`src/rtl/can_uart_echo_bridge_pkg.sv`:
```
`timescale 1ns/1ps
package can_uart_echo_bridge_pkg;

    // Which side currently owns the link, as seen after synchronization.
    typedef enum logic [1:0] {
        LINK_IDLE       = 2'b00,
        LINK_HOST_DRIVE = 2'b01,
        LINK_BUS_DRIVE  = 2'b10
    } link_state_e;

    // Idle level of a serial line.
    localparam logic LINE_IDLE = 1'b1;

endpackage

```
`src/rtl/bit_sync.sv`:
```
`timescale 1ns/1ps
module bit_sync #(
    parameter int   STAGES  = 2,
    parameter logic RST_VAL = 1'b1
) (
    input  logic clk,
    input  logic rst,
    input  logic d_i,
    output logic q_o
);
    localparam int LAST = STAGES - 1;

    logic [LAST:0] chain;

    for (genvar i = 0; i < STAGES; i++) begin : g_stage
        if (i == 0) begin : g_first
            always_ff @(posedge clk) begin
                if (rst) chain[i] <= RST_VAL;
                else     chain[i] <= d_i;
            end
        end else begin : g_next
            always_ff @(posedge clk) begin
                if (rst) chain[i] <= RST_VAL;
                else     chain[i] <= chain[i-1];
            end
        end
    end

    assign q_o = chain[LAST];

endmodule

```
`src/rtl/echo_mask_fsm.sv`:
```
`timescale 1ns/1ps
module echo_mask_fsm
    import can_uart_echo_bridge_pkg::*;
(
    input  logic clk,
    input  logic rst,
    input  logic host_s_i,   // synchronized processor transmit line
    input  logic bus_s_i,    // synchronized transceiver receive line
    output logic xcvr_txd_o,
    output logic host_rxd_o
);
    link_state_e state_q, state_d;

    // Next state: transmit direction has priority.
    always_comb begin
        if (!host_s_i)     state_d = LINK_HOST_DRIVE;
        else if (!bus_s_i) state_d = LINK_BUS_DRIVE;
        else               state_d = LINK_IDLE;
    end

    // State register, also the output register of both paths.
    always_ff @(posedge clk) begin
        if (rst) state_q <= LINK_IDLE;
        else     state_q <= state_d;
    end

    // Output decode.
    always_comb begin
        xcvr_txd_o = LINE_IDLE;
        host_rxd_o = LINE_IDLE;
        unique case (state_q)
            LINK_IDLE: begin
                xcvr_txd_o = LINE_IDLE;
                host_rxd_o = LINE_IDLE;
            end
            LINK_HOST_DRIVE: begin
                xcvr_txd_o = 1'b0;
                host_rxd_o = LINE_IDLE;   // echo hidden
            end
            LINK_BUS_DRIVE: begin
                xcvr_txd_o = LINE_IDLE;
                host_rxd_o = 1'b0;
            end
            default: begin
                xcvr_txd_o = LINE_IDLE;
                host_rxd_o = LINE_IDLE;
            end
        endcase
    end

endmodule

```
`src/rtl/can_uart_echo_bridge.sv`:
```
`timescale 1ns/1ps
module can_uart_echo_bridge #(
    parameter int SYNC_STAGES = 2
) (
    input  logic clk,
    input  logic rst,
    input  logic host_txd_i,
    input  logic xcvr_rxd_i,
    output logic xcvr_txd_o,
    output logic host_rxd_o
);
    import can_uart_echo_bridge_pkg::*;

    logic host_s;
    logic bus_s;

    // Identical chains keep both paths time-aligned for the mask.
    bit_sync #(.STAGES(SYNC_STAGES), .RST_VAL(LINE_IDLE)) u_sync_host (
        .clk (clk),
        .rst (rst),
        .d_i (host_txd_i),
        .q_o (host_s)
    );

    bit_sync #(.STAGES(SYNC_STAGES), .RST_VAL(LINE_IDLE)) u_sync_bus (
        .clk (clk),
        .rst (rst),
        .d_i (xcvr_rxd_i),
        .q_o (bus_s)
    );

    echo_mask_fsm u_fsm (
        .clk        (clk),
        .rst        (rst),
        .host_s_i   (host_s),
        .bus_s_i    (bus_s),
        .xcvr_txd_o (xcvr_txd_o),
        .host_rxd_o (host_rxd_o)
    );

endmodule

```
`config.mk`:
```
export PLATFORM = sky130hd
export DESIGN_NAME = can_uart_echo_bridge
export DESIGN_NICKNAME = d
export VERILOG_FILES = /design/src/rtl/can_uart_echo_bridge_pkg.sv /design/src/rtl/bit_sync.sv /design/src/rtl/echo_mask_fsm.sv /design/src/rtl/can_uart_echo_bridge.sv
export SDC_FILE = /design/constraint.sdc
export NUM_CORES = 1
export LEC_CHECK = 0
export BUFFER_PORTS_ARGS = -buffer_cell sky130_fd_sc_hd__buf_2
export CAP_MARGIN = 20
export CORE_AREA = 2 2 39 41
export DETAILED_ROUTE_END_ITERATION = 10
export DIE_AREA = 0 0 41 43
export GPL_ROUTABILITY_DRIVEN = 0
export PLACE_DENSITY = 0.33
export SLEW_MARGIN = 20
export SYNTH_ARGS = -nofsm -noshare
export SYNTH_HDL_FRONTEND = slang
export SYNTH_SLANG_ARGS = --single-unit
```
`constraint.sdc`:
```
create_clock -name clk -period 0.8 [get_ports clk]
set_input_delay 0.04 -clock clk [delete_from_list [all_inputs] [get_ports clk]]
set_output_delay 0.04 -clock clk [all_outputs]
set_load 0.005 [all_outputs]
```
Word-level counts from Yosys, hierarchy flattened
Index checks and enable logic that the tools add are counted.

storage, ports and cells
  register bits after elaboration = 6
  input port bits = 4
  output and inout port bits = 2
  logic and storage cells = 14

cells by class
  equality and inequality tests = 2
  multiplexer cells = 4
  bitwise gates (word level) = 1
  reduce and logical (&&, ||, !) cells = 1

operators with widths
  kind                                                              count
  1-bit 2-to-1 mux                                                  3
  2-bit by 1-bit == test with 1-bit output (second input constant)  1
  2-bit == test (second input constant)                             1
  2-bit 2-to-1 mux                                                  1
  2-bit OR reduction                                                1
  1-bit NOT                                                         1

Longest topological paths before layout
Gate-level depths: netlist of run 1.

  word-level depth = 2
  depth in mapped cells = 1

Modules after synthesis
A second synthesis of run 1 with hierarchy kept.

unflattened totals
  cell total of the unflattened synthesis = 14
  area total of the unflattened synthesis = 173.9 um2

modules (own cells, without submodules)
  module         instances  cells an instance  area an instance (um2)  sequential area each (um2)
  bit_sync       2          4                  52.6                    40.0
  echo_mask_fsm  1          6                  68.8                    40.0

Least setup slack after synthesis of run 1
Ideal clock, no wire load.

  path kind = register -> register
  start = register u_sync_bus.chain[0]
  end = register u_sync_bus.chain[1], in the netlist u_sync_bus.q_o
  library setup time = 0.120 ns
  data arrival time = 0.470 ns
  required time = 0.680 ns
  path slack = 0.210 ns
  cell stages (with the launch flop) = 2
  cells stage by stage = dfxtp_1 > or2_1

RTL lines
  item                               line            text
  from (decl)                        bit_sync.sv:13  logic [LAST:0] chain;
  from (signal, indexed assignment)  bit_sync.sv:19  else chain[i] <= d_i;

No word-level cell between the ends.

Worst setup path after layout of run 1
  start = register u_fsm.state_q[1]
  end = output port xcvr_txd_o

on the way
  cells in the longest elaborated chain, start to end = 2

RTL lines
  item                                      line                       text
  from (decl)                               echo_mask_fsm.sv:12        link_state_e state_q, state_d;
  from (signal assigned)                    echo_mask_fsm.sv:24        else state_q <= state_d;
  2-bit by 1-bit == test with 1-bit output  echo_mask_fsm.sv:31        unique case (state_q)
  1-bit 2-to-1 mux                          echo_mask_fsm.sv:31
  to (decl)                                 can_uart_echo_bridge.sv:9  output logic xcvr_txd_o,

No other way between the ends.

==> results of run 1 <==
## cell type report
type                    count  area, µm²
fillers                   146       1127
multi-input cells           8      48.80
clock buffers               3      22.52
well taps                  16      20.02
repair buffers              7      45.04
flip-flops and latches      6      120.1
## worst max path at each step
stage,from,to,cells after the start
after global routing,u_fsm.state_q[1],xcvr_txd_o,2
after global placement,u_sync_bus.chain[0],u_sync_bus.q_o,1
after detailed placement,u_sync_bus.chain[0],u_sync_bus.q_o,1
after CTS,u_fsm.state_q[1],xcvr_txd_o,2
final,u_fsm.state_q[1],xcvr_txd_o,2
after floorplan,u_sync_bus.chain[0],u_sync_bus.q_o,1
## kinds of logic (layout without fill, tap and decap cells)
| family | after synthesis | in the layout | share of synthesized area |
|---|---|---|---|
| buffers and inverters | 0 | 10 | 0 |
| flip-flops | 6 | 6 | 0.7111 |
| AND/OR/NAND/NOR | 8 | 8 | 0.2888 |
## cell usage in the layout (no fill, tap or decap)
cell type	Yosys	final
nor3b_1	1	1
clkbuf_4	0	3
or2_1	4	4
nand2b_1	2	2
dlygate4sd3_1	0	2
buf_2	0	5
dfxtp_1	6	6
nor2_1	1	1
## per-layer routing
metal,vias to the layer above,GRT usage
met5,-,0
met4,0,0.04000
met3,0,0.07853
met2,10,0.05000
met1,43,0.03247
li1,63,-
## per-stage QoR
step	TNS [ns]	total power, mW	util
2_1_floorplan	0	0.3290	-
3_5_place_dp	0	0.3422	0.1546
4_1_cts	-0.06366	0.6269	0.1854
5_1_grt	-0.1468	0.6683	0.1854
3_3_place_gp	0	0.3403	0.1546
6_report	-0.03729	0.6094	0.1854
## state kept, by name, summed over array words and instances, names as in the netlist
signal,count
u_sync_bus.chain,1
u_sync_bus.q_o,1
u_sync_host.q_o,1
u_sync_host.chain,1
u_fsm.state_q,2
## power by group
| part | internal, mW | switching (mW) |
|---|---|---|
| logic | 0.0196 | 0.00919 |
| registers | 0.312 | 0.00297 |
| clock network | 0.169 | 0.0964 |
| total | 0.501 | 0.109 |
## cell usage after synthesis
| cell type | n | share of area |
|---|---|---|
| dfxtp_1 | 6 | 0.71 |
| or2_1 | 4 | 0.15 |
| nor2_1 | 1 | 0.022 |
| nor3b_1 | 1 | 0.044 |
| nand2b_1 | 2 | 0.074 |
## repair_timing
action	CTS	global route
endpoints found under the setup margin	2	2
hold endpoints to repair	2	0
buffers inserted	0	0
hold buffers	2	0
==> impl_metrics.py, run 1 <==
metrics = {
    "clock_network": {
        "cts-buffers-inserted": 3,
        "cts.repair.resized": 0,
        "cts_tree": "built",
        "clkTransAtPathRegs_ns": 0.04,
        "cts_root_buf": "clkbuf_4",
        "cts.sinks": 6,
        "htreeDepth": 1,
        "cts_buffer_depth": 2,
        "worst_skew_pair.late_latency_ns": 0.24,
    },
    "yosys": {
        "syn_nets": 18,
        "avgSynthCellArea_um2": 12.07,
        "syn_inst": 14,
        "yosys_warnings": 0,
        "yosys.cell_types.count": 5,
        "seq_area_frac_synth": 0.7111,
        "syn_area_um2": 168.9,
        "ys_seq_elements": 6,
    },
    "timing": {
        "finalHoldViolCount": 0,
        "slew_headroom": 0.9038,
        "slew_viol_final": 0,
        "period_needed_ns": 0.8196,
        "fin_skew_ns": 0.0004657,
        "worst_hold_slack_ns": 0.01843,
        "fin_ws_ns": -0.01958,
        "setup_viol": 2,
        "rsz0062_at_grt": "true",
        "worstMarginPinSlew_ns": 0.1441,
        "fin_crit_sh": 1.024,
        "max_freq_mhz": 1220,
    },
    "final_layout": {
        "area_growth_pct": 51.85,
        "layout-drive-gt1-share": 0.3333,
        "num_antenna_cells": 0,
        "post_layout_nonfiller_instances": 40,
        "final_area_um2": 256.5,
        "nets": 30,
    },
    "setup_path": {
        "reg2reg_from": "u_sync_bus.chain[0]",
        "cp_cell_sequence": "nand2b_1 > buf_2",
        "path_delay_family": "flip-flops",
        "cp.required_ns": 0.76,
        "worst-r2r-cell-count": 1,
        "cp_slowest_cell": "dfxtp_1",
        "cp_data_arrival_time_ns": 0.78,
        "critical_path.max_stage_delay_ns": 0.30,
        "ff2ff_setup_slack_ns": 0.20,
        "critPathBufInv": 1,
        "rr_endpoint": "u_sync_bus.q_o",
        "path_class": "reg2out",
        "worst_setup_path_end_kind": "output pin",
        "critical_path.startpoint_type": "flop",
        "worstPathMaxFanout": 2,
    },
    "drt": {
        "wl_met3_um": 51,
        "drt_iter0_markers": 3,
        "highest_layer": "met3",
        "drtAntennaViolNets": 0,
        "vias": 116,
        "dr.pass1.iters": 2,
        "wire_per_inst_um": 5.775,
        "route.detailed.drc": 0,
        "met2_length_um": 82,
        "drt-met1-wl_um": 97,
        "vias_per_cell": 2.900,
        "wl_um": 231,
    },
    "global_route": {
        "grt_pass1_vias": 121,
        "antenna_found_initial": 0,
        "grt_pass1_wl_um": 427,
        "grt_max_degree": 7,
        "grt_overflow_total": 0,
        "track_usage": 0.04733,
    },
    "placed_design": {
        "io_buffer_count": 5,
        "dp.cells": 35,
        "dpl-instance-area_um2": 214.0,
        "dp_slack_ns": 0.1982,
    },
    "floorplanning": {
        "dieArea_mm2": 0.001763,
        "die_w_um": 41,
        "start_util": 0.1221,
        "ioPinCount": 6,
        "die_h_um": 43,
        "coreArea_mm2": 0.001384,
        "rows": 14,
    },
    "power": {
        "pwr_density_cell_mw_per_mm2": 2376,
        "p_leak_nw": 0.1000,
        "peakVddDrop_v": 0.0009392,
    },
    "flow_run": {
        "cap_violations": 0,
    },
    "min_path": {
        "min_from": "rst",
        "whs_endpoint": "u_fsm.state_q[0]",
        "min_path_type": "in2reg",
        "whs_path_depth": 2,
    },
    "run_status": {
        "outcome": "finished with violations",
        "failed_checks": "negative setup slack",
    },
}
Power figures use the tool's default switching activity.
==> run 2, diff against run 1 <==
--- a/config.mk
+++ b/config.mk
@@ -5,6 +5,7 @@
 export SDC_FILE = /design/constraint.sdc
 export NUM_CORES = 1
 export LEC_CHECK = 0
+export ABC_CLOCK_PERIOD_IN_PS = 1050
 export BUFFER_PORTS_ARGS = -buffer_cell sky130_fd_sc_hd__buf_2
 export CAP_MARGIN = 20
 export CORE_AREA = 2 2 39 41
==> constraint.sdc (replaced) <==
create_clock -name clk -period 1.05 [get_ports clk]
set_input_delay 0.0525 -clock clk [delete_from_list [all_inputs] [get_ports clk]]
set_output_delay 0.0525 -clock clk [all_outputs]
set_load 0.01 [all_outputs]
==> impl_metrics.py, run 2 (synthesis gave the netlist of run 1 again) <==
metrics = {
    "run_status": {
        "outcome": "complete, no violations",
    },
    "floorplanning": {
        "dieArea_mm2": 0.001763,
        "rows": 14,
        "coreArea_mm2": 0.001384,
        "die_w_um": 41,
        "die_h_um": 43,
        "start_util": 0.1221,
        "ioPinCount": 6,
    },
    "timing": {
        "slew_viol_final": 0,
        "fin_skew_ns": 0.002587,
        "period_needed_ns": 0.8428,
        "setup_viol": 0,
        "fin_crit_sh": 0.8027,
        "slew_headroom": 0.9034,
        "worstMarginPinSlew_ns": 0.1446,
        "rsz0062_at_grt": "false",
        "tns_ns": 0,
        "finalHoldViolCount": 0,
        "max_freq_mhz": 1186,
    },
    "clock_network": {
        "cts-buffers-inserted": 3,
        "worst_skew_pair.late_latency_ns": 0.24,
        "htreeDepth": 1,
        "cts_tree": "built",
        "clkTransAtPathRegs_ns": 0.04,
        "cts.sinks": 6,
        "cts_root_buf": "clkbuf_4",
        "cts_buffer_depth": 2,
        "cts.repair.resized": 0,
    },
    "global_route": {
        "antenna_found_initial": 0,
        "track_usage": 0.05438,
        "grt_overflow_total": 0,
        "grt_pass1_vias": 136,
        "grt_pass1_wl_um": 496,
        "grt_max_degree": 7,
    },
    "setup_path": {
        "cp_cell_sequence": "nand2b_1 > buf_2",
        "path_class": "reg2out",
        "cp_slowest_cell": "dfxtp_1",
        "cp.required_ns": 1.00,
        "worstPathMaxFanout": 2,
        "critical_path.max_stage_delay_ns": 0.30,
        "cp_data_arrival_time_ns": 0.79,
        "ff2ff_setup_slack_ns": 0.45,
        "critical_path.startpoint_type": "flop",
        "worst_setup_path_end_kind": "output pin",
    },
    "final_layout": {
        "largest_reg_flops": 2,
        "layout-drive-gt1-share": 0.3333,
        "nFillCells": 151,
        "final_cell_mix": "dfxtp_1 (6), buf_2 (5), or2_1 (4)",
        "final_common_cell": "dfxtp_1",
        "num_antenna_cells": 0,
        "regMostFlops": "u_fsm.state_q",
        "fin_util": 0.1854,
        "nets": 30,
        "area_growth_pct": 51.85,
        "final_area_um2": 256.5,
        "post_layout_nonfiller_instances": 40,
    },
    "flow_run": {
        "cap_violations": 0,
    },
    "power": {
        "pwr-share-comb": 0.049,
        "seq_power_share": 0.518,
        "power_mw": 0.4640,
        "p_sw_frac": 0.1777,
        "pwr_density_cell_mw_per_mm2": 1809,
        "p_int_mw": 0.3816,
        "p_leak_nw": 0.1000,
        "p_switching_mw": 0.08246,
        "peakVddDrop_v": 0.0005526,
        "p_clk_frac": 0.433,
    },
    "drt": {
        "vias": 122,
        "dr.pass1.iters": 2,
        "drtAntennaViolNets": 0,
        "met2_length_um": 101,
        "wl_met3_um": 35,
        "wl_um": 246,
        "route.detailed.drc": 0,
        "drt-met1-wl_um": 102,
        "vias_per_cell": 3.050,
        "drt_iter0_markers": 2,
        "wire_per_inst_um": 6.150,
        "highest_layer": "met4",
    },
    "placed_design": {
        "io_buffer_count": 5,
        "dp.cells": 35,
        "dpl-instance-area_um2": 214.0,
    },
    "min_path": {
        "min_path_type": "in2reg",
    },
}
run 2: cell counts in the layout (fill, tap and decap cells not counted):
No cell type changed its count.
run 2: worst paths after layout:
check / from / endpoint / cells after the start
max: u_fsm.state_q[1] / xcvr_txd_o / 2
min: rst / u_fsm.state_q[0] / 2
max reg2reg: u_sync_bus.chain[0] / u_sync_bus.q_o / 1
min reg2reg: u_sync_bus.q_o / u_fsm.state_q[1] / 1
run 2: per-stage QoR:
| stage | hold slack (ns) | setup slack, ns |
|---|---|---|
| after floorplan | 0.1249 | 0.4599 |
| after CTS | 0.02338 | 0.1903 |
| after global placement | 0.2301 | 0.4575 |
| final | 0.03336 | 0.2072 |
| after detailed placement | 0.2325 | 0.4478 |
| after global routing | 0.04391 | 0.1481 |
run 2: routing by layer:
metal,global-route usage,up-vias
met5,0,-
met4,0.06000,0
met3,0.07853,2
met2,0.05625,8
met1,0.03896,47
li1,-,65
run 2: area by class of cell:
cell class / count / area, µm² / area share
clock buffer: 3 / 22.52 / 0.08780
multi-input combinational: 8 / 48.80 / 0.1902
sequential: 6 / 120.1 / 0.4683
tap: 16 / 20.02 / 0.07805
timing repair buffer: 7 / 45.04 / 0.1756
run 2: repair_timing:
action,4_1_cts,5_1_grt
hold endpoints to repair,2,0
hold buffers,2,0
setup buffers,0,0
run 2: power by group through the flow:
stage	clock (mW)	sequential (mW)	combinational, mW
floorplan	0	0.244	0.00776
global placement	0	0.244	0.0162
detailed placement	0	0.244	0.0171
CTS	0.215	0.240	0.0228
global route	0.242	0.242	0.0258
finish	0.201	0.241	0.0226
run 2: critical path, delay by kind of cell, from the launching register on:
family	cells	cell delay, ns
buffers and inverters	1	0.13
DFF	1	0.30
and+or+nand+nor	1	0.12
==> run 3, diff against run 2 <==
--- a/config.mk
+++ b/config.mk
@@ -5,7 +5,7 @@
 export SDC_FILE = /design/constraint.sdc
 export NUM_CORES = 1
 export LEC_CHECK = 0
-export ABC_CLOCK_PERIOD_IN_PS = 1050
+export ABC_CLOCK_PERIOD_IN_PS = 800
 export BUFFER_PORTS_ARGS = -buffer_cell sky130_fd_sc_hd__buf_2
 export CAP_MARGIN = 20
 export CORE_AREA = 2 2 39 41
==> constraint.sdc (replaced) <==
create_clock -name clk -period 0.8 [get_ports clk]
set_input_delay 0.04 -clock clk [delete_from_list [all_inputs] [get_ports clk]]
set_output_delay 0.04 -clock clk [all_outputs]
set_load 0.01 [all_outputs]
==> impl_metrics.py, run 3 (synthesis gave the netlist of run 1 again) <==
metrics = {
    "power": {
        "pwr_density_cell_mw_per_mm2": 2161,
        "p_switching_mw": 0.1118,
        "seq_power_share": 0.513,
        "p_clk_frac": 0.428,
        "peakVddDrop_v": 0.0009431,
        "p_int_mw": 0.5074,
        "p_sw_frac": 0.1806,
        "p_leak_nw": 0.1112,
        "pwr-share-comb": 0.059,
    },
    "timing": {
        "slew_viol_final": 0,
        "worst_hold_slack_ns": 0.01110,
        "period_needed_ns": 0.8488,
        "setup_viol": 2,
        "fin_skew_ns": 0.0004657,
        "max_freq_mhz": 1178,
        "rsz0062_at_grt": "true",
        "slew_headroom": 0.9038,
        "finalHoldViolCount": 0,
        "fin_ws_ns": -0.04882,
        "fin_crit_sh": 1.061,
        "tns_ns": -0.09613,
        "worstMarginPinSlew_ns": 0.1441,
    },
    "run_status": {
        "failed_checks": "negative setup slack",
        "outcome": "finished with violations",
    },
    "drt": {
        "route.detailed.drc": 0,
        "wl_um": 243,
        "drt_iter0_markers": 3,
        "dr.pass1.iters": 2,
        "drtAntennaViolNets": 0,
        "vias_per_cell": 2.950,
        "wire_per_inst_um": 6.075,
        "vias": 118,
    },
    "global_route": {
        "antenna_found_initial": 0,
        "grt_pass1_vias": 121,
        "track_usage": 0.04733,
        "grt_max_degree": 7,
        "grt_pass1_wl_um": 427,
        "grt_overflow_total": 0,
    },
    "min_path": {
        "min_path_type": "in2reg",
        "min_from": "rst",
        "whs_path_depth": 2,
    },
    "clock_network": {
        "htreeDepth": 1,
        "worst_skew_pair.late_latency_ns": 0.24,
        "cts-buffers-inserted": 3,
        "cts_root_buf": "clkbuf_4",
        "cts_tree": "built",
        "clkTransAtPathRegs_ns": 0.04,
        "cts.sinks": 6,
        "cts_buffer_depth": 2,
        "cts_setup_buffers": 0,
    },
    "final_layout": {
        "nets": 30,
        "regMostFlops": "u_fsm.state_q",
        "num_antenna_cells": 0,
        "area_growth_pct": 69.63,
        "largest_reg_flops": 2,
        "final_cell_mix": "or2_1 (4), dfxtp_1 (4), clkbuf_4 (3), buf_2 (3)",
        "layout-drive-gt1-share": 0.5000,
        "fin_util": 0.2071,
    },
    "floorplanning": {
        "die_h_um": 43,
        "rows": 14,
        "ioPinCount": 6,
        "dieArea_mm2": 0.001763,
        "coreArea_mm2": 0.001384,
        "start_util": 0.1221,
        "die_w_um": 41,
    },
    "setup_path": {
        "critical_path.startpoint_type": "flop",
        "cp.required_ns": 0.76,
        "worst_setup_path_end_kind": "output pin",
        "cp_data_arrival_time_ns": 0.81,
        "path_class": "reg2out",
        "worstPathMaxFanout": 2,
        "reg2reg_from": "u_sync_bus.chain[0]",
        "worst-r2r-cell-count": 1,
        "startpoint": "u_fsm.state_q[1]",
    },
    "placed_design": {
        "dp_slack_ns": 0.1982,
        "io_buffer_count": 5,
    },
    "flow_run": {
        "cap_violations": 0,
    },
}
==> run 3: cell count changes in the layout (fill, tap and decap cells not counted) <==
cell,delta
buf_6,+2
nand2b_4,+2
dfxtp_1,-2
nand2b_1,-2
buf_2,-2
dfxtp_2,+2
==> run 3: worst max-delay path, cell delays in order, from the launching register on <==
cell and delay (ns):
dfxtp_2 0.33, nand2b_4 0.13, buf_6 0.11
==> run 3: area by class of cell <==
class | count | area, µm²
Sequential cell | 6 | 122.6
Fill cell | 143 | 1097
Clock buffer | 3 | 22.52
Timing Repair Buffer | 7 | 57.56
Tap cell | 16 | 20.02
Multi-Input combinational cell | 8 | 63.81
==> run 3: final timing paths <==
kind | slack [ns] | end
max | -0.05 | xcvr_txd_o
min | 0.01 | u_fsm.state_q[0]
max reg2reg | 0.20 | u_sync_bus.q_o
min reg2reg | 0.38 | u_fsm.state_q[1]
==> run 3: through the flow <==
step	instance area, µm²	instances	power, mW
3_3_place_gp	214.0	35	0.3414
5_1_grt	286.5	40	0.6786
6_report	286.5	40	0.6192
2_1_floorplan	168.9	14	0.3300
3_5_place_dp	214.0	35	0.3432
4_1_cts	256.5	40	0.6280
==> run 3: repair_timing <==
action,in CTS,in global routing
gates cloned,0,0
endpoints found under the setup margin,2,2
hold endpoints to repair,2,0
hold buffers,2,0
resized for setup,0,6
==> run 3: routing by layer <==
| layer | up-vias | global-route usage | part of all wire |
|---|---|---|---|
| met3 | 0 | 0.07853 | 0.20 |
| met2 | 10 | 0.05000 | 0.37 |
| met4 | 0 | 0.04000 | 0 |
| li1 | 63 | - | - |
| met1 | 45 | 0.03247 | 0.43 |
| met5 | - | 0 | 0 |
==> run 3: power by group through the flow <==
| stage | combinational [mW] | sequential [mW] | clock [mW] |
|---|---|---|---|
| floorplan | 0.0102 | 0.320 | 0 |
| global placement | 0.0213 | 0.320 | 0 |
| detailed placement | 0.0225 | 0.321 | 0 |
| CTS | 0.0301 | 0.315 | 0.282 |
| global route | 0.0413 | 0.318 | 0.319 |
| finish | 0.0364 | 0.318 | 0.265 |
